File: config.mk
export PLATFORM = sky130hd
export DESIGN_NAME = dice_referee
export DESIGN_NICKNAME = d
export VERILOG_FILES = /design/src/rtl/dice_pkg.sv /design/src/rtl/roll_latch.sv /design/src/rtl/rule_eval.sv /design/src/rtl/dice_referee.sv
export SDC_FILE = /design/constraint.sdc
export NUM_CORES = 1
export LEC_CHECK = 0
export BUFFER_PORTS_ARGS = -buffer_cell sky130_fd_sc_hd__buf_4
export CELL_PAD_IN_SITES_DETAIL_PLACEMENT = 0
export CELL_PAD_IN_SITES_GLOBAL_PLACEMENT = 1
export CORE_UTILIZATION = 36
export CTS_CLUSTER_DIAMETER = 100
export DETAILED_ROUTE_END_ITERATION = 12
export PLACE_DENSITY = 0.71
export SETUP_SLACK_MARGIN = 0.4
export SLEW_MARGIN = 0
export SYNTH_ARGS = -nofsm -noshare
export SYNTH_HDL_FRONTEND = slang
export SYNTH_SLANG_ARGS = --single-unit
File: constraint.sdc
create_clock -name clk -period 1.7 [get_ports clk]
set_input_delay 0.085 -clock clk [delete_from_list [all_inputs] [get_ports clk]]
set_output_delay 0.085 -clock clk [all_outputs]
set_load 0.1 [all_outputs]
File: src/rtl/dice_pkg.sv
package dice_pkg;
  localparam logic [1:0] VERDICT_NONE = 2'b00;
  localparam logic [1:0] VERDICT_A    = 2'b10;
  localparam logic [1:0] VERDICT_B    = 2'b01;
  localparam int unsigned LUCKY_LOW   = 7;
  localparam int unsigned LUCKY_HIGH  = 11;

  function automatic logic is_lucky(input logic [7:0] score);
    return (score == 8'(LUCKY_LOW)) || (score == 8'(LUCKY_HIGH));
  endfunction
endpackage

File: src/rtl/roll_latch.sv
module roll_latch #(
  parameter int DIE_W = 3,
  localparam int SUM_W = DIE_W + 1
) (
  input  logic             clk,
  input  logic             rst,
  input  logic             press,
  input  logic             permit,
  input  logic             clear,
  input  logic [DIE_W-1:0] die0,
  input  logic [DIE_W-1:0] die1,
  output logic             done_q,
  output logic [DIE_W-1:0] d0_q,
  output logic [DIE_W-1:0] d1_q,
  output logic [SUM_W-1:0] sum_q
);
  logic capture;
  assign capture = press && permit && !done_q;

  always_ff @(posedge clk) begin
    if (rst) begin
      done_q <= 1'b0;
      d0_q   <= '0;
      d1_q   <= '0;
      sum_q  <= '0;
    end else if (clear) begin
      done_q <= 1'b0;
    end else if (capture) begin
      done_q <= 1'b1;
      d0_q   <= die0;
      d1_q   <= die1;
      sum_q  <= SUM_W'(die0) + SUM_W'(die1);
    end
  end

  // a capture shows the sampled faces and their sum one cycle later
  p_capture_sum_r2: assert property (@(posedge clk) disable iff (rst)
    capture |=> (done_q && d0_q == $past(die0) && d1_q == $past(die1) &&
                 sum_q == SUM_W'($past(die0)) + SUM_W'($past(die1))));

  // nothing is captured once this player has rolled in the round
  p_no_recapture_r2: assert property (@(posedge clk) disable iff (rst)
    (done_q && !clear) |=> ($stable(d0_q) && $stable(d1_q) && $stable(sum_q)));
endmodule

File: src/rtl/rule_eval.sv
module rule_eval
  import dice_pkg::*;
#(
  parameter int SUM_W      = 4,
  parameter int ROUND_W    = 3,
  parameter int MAX_ROUNDS = 6
) (
  input  logic [ROUND_W-1:0] round,
  input  logic [SUM_W-1:0]   score_a,
  input  logic [SUM_W-1:0]   score_b,
  input  logic [SUM_W-1:0]   target_a,
  input  logic [SUM_W-1:0]   target_b,
  output logic [1:0]         verdict
);
  logic hit_a, hit_b, final_round;

  always_comb begin
    final_round = (round == ROUND_W'(MAX_ROUNDS));
    if (round == ROUND_W'(1)) begin
      hit_a = is_lucky(8'(score_a));
      hit_b = is_lucky(8'(score_b));
    end else begin
      hit_a = (score_a == target_a);
      hit_b = (score_b == target_b);
    end
    if (hit_a)            verdict = VERDICT_A;
    else if (hit_b)       verdict = VERDICT_B;
    else if (final_round) verdict = (score_a > score_b) ? VERDICT_A : VERDICT_B;
    else                  verdict = VERDICT_NONE;
  end

  // the verdict never carries both player bits
  always_comb begin
    p_verdict_code_r7: assert (verdict != 2'b11);
  end
endmodule

File: src/rtl/dice_referee.sv
module dice_referee
  import dice_pkg::*;
#(
  parameter int DIE_W      = 3,
  parameter int MAX_ROUNDS = 6,
  parameter int GAME_WRAP  = 6,
  localparam int SUM_W     = DIE_W + 1,
  localparam int ROUND_W   = $clog2(MAX_ROUNDS + 1),
  localparam int GAME_W    = $clog2(GAME_WRAP + 1),
  localparam int PLAYERS   = 2
) (
  input  logic               clk,
  input  logic               rst,
  input  logic               press_a,
  input  logic               press_b,
  input  logic [DIE_W-1:0]   die_x,
  input  logic [DIE_W-1:0]   die_y,
  output logic [DIE_W-1:0]   a_die_x,
  output logic [DIE_W-1:0]   a_die_y,
  output logic [SUM_W-1:0]   a_sum,
  output logic [DIE_W-1:0]   b_die_x,
  output logic [DIE_W-1:0]   b_die_y,
  output logic [SUM_W-1:0]   b_sum,
  output logic [ROUND_W-1:0] round_num,
  output logic [1:0]         winner,
  output logic [GAME_W-1:0]  game_num
);
  logic [PLAYERS-1:0] press_v, permit_v, done_v;
  logic [DIE_W-1:0]   fx [PLAYERS];
  logic [DIE_W-1:0]   fy [PLAYERS];
  logic [SUM_W-1:0]   sc [PLAYERS];
  logic               evaluate;
  logic [1:0]         verdict;
  logic [ROUND_W-1:0] round_q;
  logic [1:0]         winner_q;
  logic [GAME_W-1:0]  game_q;
  logic [SUM_W-1:0]   tgt_a_q, tgt_b_q;

  assign press_v  = {press_b, press_a};
  assign permit_v = {done_v[0], 1'b1};
  assign evaluate = &done_v;

  for (genvar p = 0; p < PLAYERS; p++) begin : g_player
    roll_latch #(.DIE_W(DIE_W)) u_roll (
      .clk(clk), .rst(rst), .press(press_v[p]), .permit(permit_v[p]),
      .clear(evaluate), .die0(die_x), .die1(die_y), .done_q(done_v[p]),
      .d0_q(fx[p]), .d1_q(fy[p]), .sum_q(sc[p]));
  end

  rule_eval #(.SUM_W(SUM_W), .ROUND_W(ROUND_W), .MAX_ROUNDS(MAX_ROUNDS)) u_rule (
    .round(round_q), .score_a(sc[0]), .score_b(sc[1]),
    .target_a(tgt_a_q), .target_b(tgt_b_q), .verdict(verdict));

  always_ff @(posedge clk) begin
    if (rst) begin
      round_q  <= ROUND_W'(1);
      winner_q <= VERDICT_NONE;
      game_q   <= GAME_W'(1);
      tgt_a_q  <= '0;
      tgt_b_q  <= '0;
    end else if (evaluate) begin
      if (round_q == ROUND_W'(1)) begin
        tgt_a_q  <= sc[0];
        tgt_b_q  <= sc[1];
        winner_q <= verdict;
      end
      if (verdict != VERDICT_NONE) begin
        winner_q <= verdict;
        round_q  <= ROUND_W'(1);
        game_q   <= (game_q == GAME_W'(GAME_WRAP)) ? GAME_W'(1) : game_q + GAME_W'(1);
      end else begin
        round_q  <= round_q + ROUND_W'(1);
      end
    end
  end

  assign a_die_x   = fx[0];
  assign a_die_y   = fy[0];
  assign a_sum     = sc[0];
  assign b_die_x   = fx[1];
  assign b_die_y   = fy[1];
  assign b_sum     = sc[1];
  assign round_num = round_q;
  assign winner    = winner_q;
  assign game_num  = game_q;

  // player B can only have rolled when player A has
  p_b_follows_a_r3: assert property (@(posedge clk) disable iff (rst)
    done_v[1] |-> done_v[0]);

  // both turn flags drop right after an evaluation
  p_flags_clear_r4: assert property (@(posedge clk) disable iff (rst)
    (done_v[0] && done_v[1]) |=> (done_v == '0));

  // the round stays within 1..MAX_ROUNDS
  p_round_range_r5: assert property (@(posedge clk) disable iff (rst)
    (round_q >= ROUND_W'(1)) && (round_q <= ROUND_W'(MAX_ROUNDS)));

  // a decision sends the round back to 1
  p_round_restart_r7: assert property (@(posedge clk) disable iff (rst)
    (evaluate && verdict != VERDICT_NONE) |=> (round_q == ROUND_W'(1)));

  // the game number only steps by one, wrapping to 1
  p_game_step_r8: assert property (@(posedge clk) disable iff (rst)
    !$stable(game_q) |-> (game_q == (($past(game_q) == GAME_W'(GAME_WRAP)) ?
                                     GAME_W'(1) : $past(game_q) + GAME_W'(1))));

  // targets only change across a round-1 evaluation
  p_target_hold_r9: assert property (@(posedge clk) disable iff (rst)
    (round_q != ROUND_W'(1)) |=> ($stable(tgt_a_q) && $stable(tgt_b_q)));
endmodule

==> results.cfg, run 1 <==
[worst_setup_path]
worstSetupEndpointType = register
worstPathRequired_ns = 1.88
r2r_cells = 9
path_max_fanout = 8
critical_path_class = reg -> reg
critPathLaunchType = register
worstPathArrival_ns = 1.99

[power]
swShare = 0.3438
power_frac_seq = 0.419
comb_power_share = 0.273
max-vdd-ir-drop_mv = 0.7742
p_leak_nw = 1.070
power.switching_mw = 0.7844
p_int_mw = 1.497
power.density_nw_per_um2 = 901.7
pwr-share-clk = 0.308

[drt]
drcViolationCount = 0
wl_per_cell_um = 12.91
vias = 1755
wirelength_mm = 4.608
ant_nets = 0
drtIter0Drc = 62
vias_per_cell = 4.916
dr.pass1.iters = 4

[sta]
period_needed_ns = 1.817
relSlewSlack = 0.7177
post-route-period-util = 1.069
clock_skew_ns = 0.005142
rsz0062_at_grt = yes
setup_viol = 7
hold_viol = 0
whs_ns = 0.05759
fin_ws_ns = -0.1172
worst_pin_slew_ns = 0.4235
slew_viol_final = 0
fmax_mhz = 550.3

[yosys]
ys_seq_area_frac = 0.4108
avgSynthCellArea_um2 = 8.122
synth_most_common_cell = nand2_1
yosys_warnings = 0
synthDominantCellAreaShare = 0.4108
syn_nets = 249
synth_common_cells = nand2_1, dfxtp_1, a21oi_1
syn_inst = 228
synth_flop_cell = dfxtp_1
synth_area_um2 = 1852
synth_seq_cells = 38
synth_area_leaders = dfxtp_1, nand2_1, a21oi_1
synth.distinct_cells = 38
synth_top_area_cell = dfxtp_1
synth_edf_count = 0
async_reset_ff_frac = 0

[worst_hold_path]
whs_path_depth = 3
holdCritPathClass = in -> reg

[clock_tree]
cts_hold_buf = 0
root_buffer = clkbuf_8
htree_levels = 2
path_clk_slew_ns = 0.08
cts_setup_buffers = 0
cts.path.max_buffers = 2
insertion_delay_ns = 0.29
cts_made_buffers = 5
cts_tree = yes
cts.sinks = 38

[place]
dpl_cell_area_um2 = 2421
io_buffers = 37
dpl_worst_slack_ns = -0.1312
gp_congestion = 0.7455
dp_hpwl_mm = 3.355

[run_status]
violations = negative setup slack
status = finished, violations left

[layout]
final_area_um2 = 2530
syn_to_final_growth_pct = 36.62
layout.nets = 310
layout-drive-gt1-share = 0.3172
antennaDiodeCount = 0
fillers = 496

[die]
start_util = 0.3819
die_w_um = 73.72
die_h_um = 73.72
die_area_um2 = 5435
core_area_um2 = 4848
rows = 25
ioPinCount = 38

[global_routing]
grt_pass1_wl_mm = 7.714
grt_max_degree = 38
grt_pass1_vias = 1689
antenna_found_initial = 0
grt_usage = 0.1876
overflow = 0

[job]
drv_cap = 0
[critical path: stages (launching register included)]
cell and delay (ns):
dfxtp_4 0.35, inv_2 0.06, ha_4 0.12, or2b_1 0.24, nand4_1 0.10, o221a_2 0.24
a2bb2oi_4 0.25, buf_4 0.16, a21oi_1 0.05, nand3b_1 0.14
[layout by cell type, fill, tap and decap left out, types with 4 or more instances in the layout]
cell type | netlist | routed
a211oi_1 | 4 | 4
a21oi_1 | 34 | 34
buf_4 | 0 | 62
clkbuf_8 | 0 | 5
dfxtp_1 | 38 | 26
dfxtp_2 | 0 | 7
dfxtp_4 | 0 | 5
ha_1 | 10 | 9
inv_1 | 12 | 11
nand2_1 | 54 | 54
nand2b_1 | 4 | 4
nand3_1 | 4 | 4
nand4_1 | 4 | 4
nor2_1 | 11 | 11
nor2b_1 | 4 | 4
xnor2_1 | 5 | 5
[final timing paths]
| kind | start | endpoint | slack, ns |
|---|---|---|---|
| setup / recovery | round_num[1] | game_num[1] | -0.12 |
| hold / removal | die_y[0] | g_player[1].u_roll.d1_q[0] | 0.06 |
| setup reg to reg | round_num[1] | game_num[1] | -0.12 |
| hold reg to reg | g_player[0].u_roll.d0_q[1] | g_player[0].u_roll.d0_q[1] | 0.46 |
[stage by stage]
| step | setup TNS [ns] | std cells | total power, mW | utilization |
|---|---|---|---|---|
| global route | -1.270 | 357 | 2.388 | 0.5218 |
| detailed placement | -0.5229 | 349 | 1.598 | 0.4994 |
| CTS | -0.5228 | 357 | 2.308 | 0.5210 |
| floorplan | -1.885 | 228 | 1.409 | - |
| finish | -0.4797 | 357 | 2.281 | 0.5218 |
| global placement | -0.3061 | 349 | 1.595 | 0.4994 |
[power groups by stage]
| stage | combinational, mW | clock (mW) | sequential, mW |
|---|---|---|---|
| after floorplan | 0.191 | 0 | 1.22 |
| after global placement | 0.618 | 0 | 0.977 |
| after detailed placement | 0.621 | 0 | 0.977 |
| after CTS | 0.624 | 0.727 | 0.956 |
| after global routing | 0.666 | 0.759 | 0.963 |
| final | 0.622 | 0.702 | 0.956 |
[registers in the layout, summed over array words and instances, names as in the netlist]
name and cells:
g_player.u_roll.d0_q 6, g_player.u_roll.d1_q 6, g_player.u_roll.sum_q 8, game_num 3
g_player.u_roll.done_q 2, tgt_b_q 4, round_num 3, tgt_a_q 4
winner 2
[per-layer routing]
metal / track usage / vias to the layer above / wire [um]
met5: 0 / - / 0
met4: 0.08333 / 0 / 129
met3: 0.03704 / 11 / 162
met2: 0.3068 / 35 / 2121
met1: 0.2384 / 812 / 2194
li1: - / 897 / -
[cell type report]
type / count / area (um^2) / area share
Multi-Input combinational cell: 170 / 1044 / 0.4125
Sequential cell: 38 / 788.3 / 0.3116
Inverter: 12 / 45.04 / 0.01780
Timing Repair Buffer: 62 / 465.4 / 0.1840
Clock buffer: 6 / 93.84 / 0.03709
Tap cell: 67 / 83.83 / 0.03314
Clock inverter: 2 / 10.01 / 0.003956
[kinds of logic (layout without fill, tap and decap cells)]
| kind of cell | after synthesis | after routing | synth area share |
|---|---|---|---|
| flops | 38 | 38 | 0.4108 |
| buf+inv | 20 | 82 | 0.04054 |
| fa+ha+maj | 11 | 11 | 0.07838 |
| mux | 2 | 2 | 0.01081 |
| xor+xnor | 8 | 8 | 0.03784 |
| compound gates | 55 | 55 | 0.1885 |
| simple gates | 94 | 94 | 0.2331 |
[what timing repair did]
action                                 CTS  global route
pin swaps                                5             0
endpoints found under the hold margin    0             0
cloned                                   0             0
resized for setup                        1             3
setup endpoints to repair               16            17
(Power assumes the default switching activity.)
==> run 2: changes to the inputs <==
- CORE_UTILIZATION: 36 -> 42
- PLACE_DENSITY: 0.71 -> 0.79
- clock period: 1.7 -> 2.3 ns (I/O delays scaled with it)
==> results.cfg, run 2 (synthesis results as in run 1) <==
[global_routing]
grt_usage = 0.1990
grt_max_degree = 38
antenna_found_initial = 0
grt_pass1_vias = 1376
overflow = 0
grt_pass1_wl_mm = 6.644

[clock_tree]
htree_levels = 2
path_clk_slew_ns = 0.08
cts.path.max_buffers = 2
cts_hold_buf = 0
cts_tree = yes
cts.sinks = 38
root_buffer = clkbuf_8
insertion_delay_ns = 0.29
cts_made_buffers = 5

[worst_setup_path]
max_stage_delay_ns = 0.37
worst-path-buf-inv = 1
path_max_fanout = 5
path_delay_family = compound AO/OA/AOI/OAI gates
crit_chain = inv_2, ha_4, or2b_1, nand4_1, o221a_4, a2bb2oi_2, and3_1, o31a_1
rrSetupSlack_ns = 0.43
critical_path_class = reg -> reg
worstPathRequired_ns = 2.49
worstPathArrival_ns = 2.06
cpMaxStageDelayCell = dfxtp_4
worstSetupEndpointType = register
critPathLaunchType = register

[layout]
largest_register_ffs = 8
final_cell_mix = nand2_1, buf_4, a21oi_1, dfxtp_1
fillers = 427
seq_area_um2 = 784.5
fin_util = 0.5701
reg_top3 = g_player.u_roll.sum_q: 8 flops, g_player.u_roll.d0_q: 6 flops, g_player.u_roll.d1_q: 6 flops
layout-drive-gt1-share = 0.2556
antennaDiodeCount = 0
regMostFlops = g_player.u_roll.sum_q
syn_to_final_growth_pct = 26.69
multi_input_area_um2 = 1066
mostFrequentLayoutCell = nand2_1
layout.nets = 290

[power]
max-vdd-ir-drop_mv = 0.3447
power.density_nw_per_um2 = 673.7
finalPower_mw = 1.580
p_leak_nw = 0.9512

[drt]
drcViolationCount = 0
vias = 1646
wirelength_mm = 4.419
dr.pass1.iters = 4
ant_nets = 0
vias_per_cell = 5.144
wl_per_cell_um = 13.81
drtIter0Drc = 65

[sta]
clock_skew_ns = 0.01444
fmax_mhz = 535.1
fin_ws_ns = 0.4313
slew_viol_final = 0
period_needed_ns = 1.869
post-route-period-util = 0.8125
setup_viol = 0
rsz0062_at_grt = yes
setup_total_negative_slack_ns = 0
worst_pin_slew_ns = 0.5711
relSlewSlack = 0.6179
hold_viol = 0

[job]
drv_cap = 0

[die]
die_w_um = 68.40
core_area_um2 = 4115
die_area_um2 = 4679
ioPinCount = 38
die_h_um = 68.40
start_util = 0.4500
rows = 23

[place]
dp_hpwl_mm = 3.080
io_buffers = 37
gp_congestion = 0.7400
dpl_worst_slack_ns = 0.3769

[worst_hold_path]
holdCritPathClass = in -> reg

[run_status]
status = finished clean
[run 2: per-layer routing]
metal / part of all wire / global-route usage / up-vias
met5: 0 / 0 / -
met4: 0.014 / 0.09375 / 0
met3: 0.028 / 0.03667 / 6
met2: 0.44 / 0.2855 / 28
met1: 0.52 / 0.2823 / 748
li1: - / - / 864
[run 2: report_power, final]
part	total [mW]	switching, mW	internal (mW)
clock network	0.445	0.229	0.216
registers	0.720	0.0358	0.685
logic	0.415	0.296	0.119
[run 2: path summary, 6_finish.rpt]
check | startpoint | endpoint | cells past startpoint
setup / recovery | round_num[1] | winner[0] | 8
hold / removal | die_y[0] | g_player[0].u_roll.d1_q[0] | 3
setup reg to reg | round_num[1] | winner[0] | 8
hold reg to reg | g_player[0].u_roll.d1_q[2] | g_player[0].u_roll.d1_q[2] | 2
[run 2: tightest hold or removal path: stages]
cell and delay (ns):
buf_4 0.12, nand2_1 0.05, a21oi_1 0.05
[run 2: layout make-up]
class                   count  area share
multi-input cells         171      0.4544
flip-flops and latches     38      0.3344
repair buffers             41      0.1312
clock buffers               8     0.03413
well taps                  50     0.02667
inverters                  12     0.01920
[run 2: metrics by stage]
step | hold slack [ns] | cell area [um^2] | std cells
2_1_floorplan | 0.2510 | 1899 | 228
3_3_place_gp | 0.3911 | 2232 | 310
3_5_place_dp | 0.3945 | 2232 | 310
4_1_cts | 0.08837 | 2320 | 319
5_1_grt | 0.08920 | 2346 | 320
6_report | 0.08990 | 2346 | 320
[run 2: timing repair]
action | in CTS | in global routing
buffers inserted | 1 | 0
pin swaps | 0 | 2
endpoints found under the setup margin | 1 | 6
hold endpoints to repair | 0 | 0
resized for setup | 1 | 3
cloned | 0 | 1
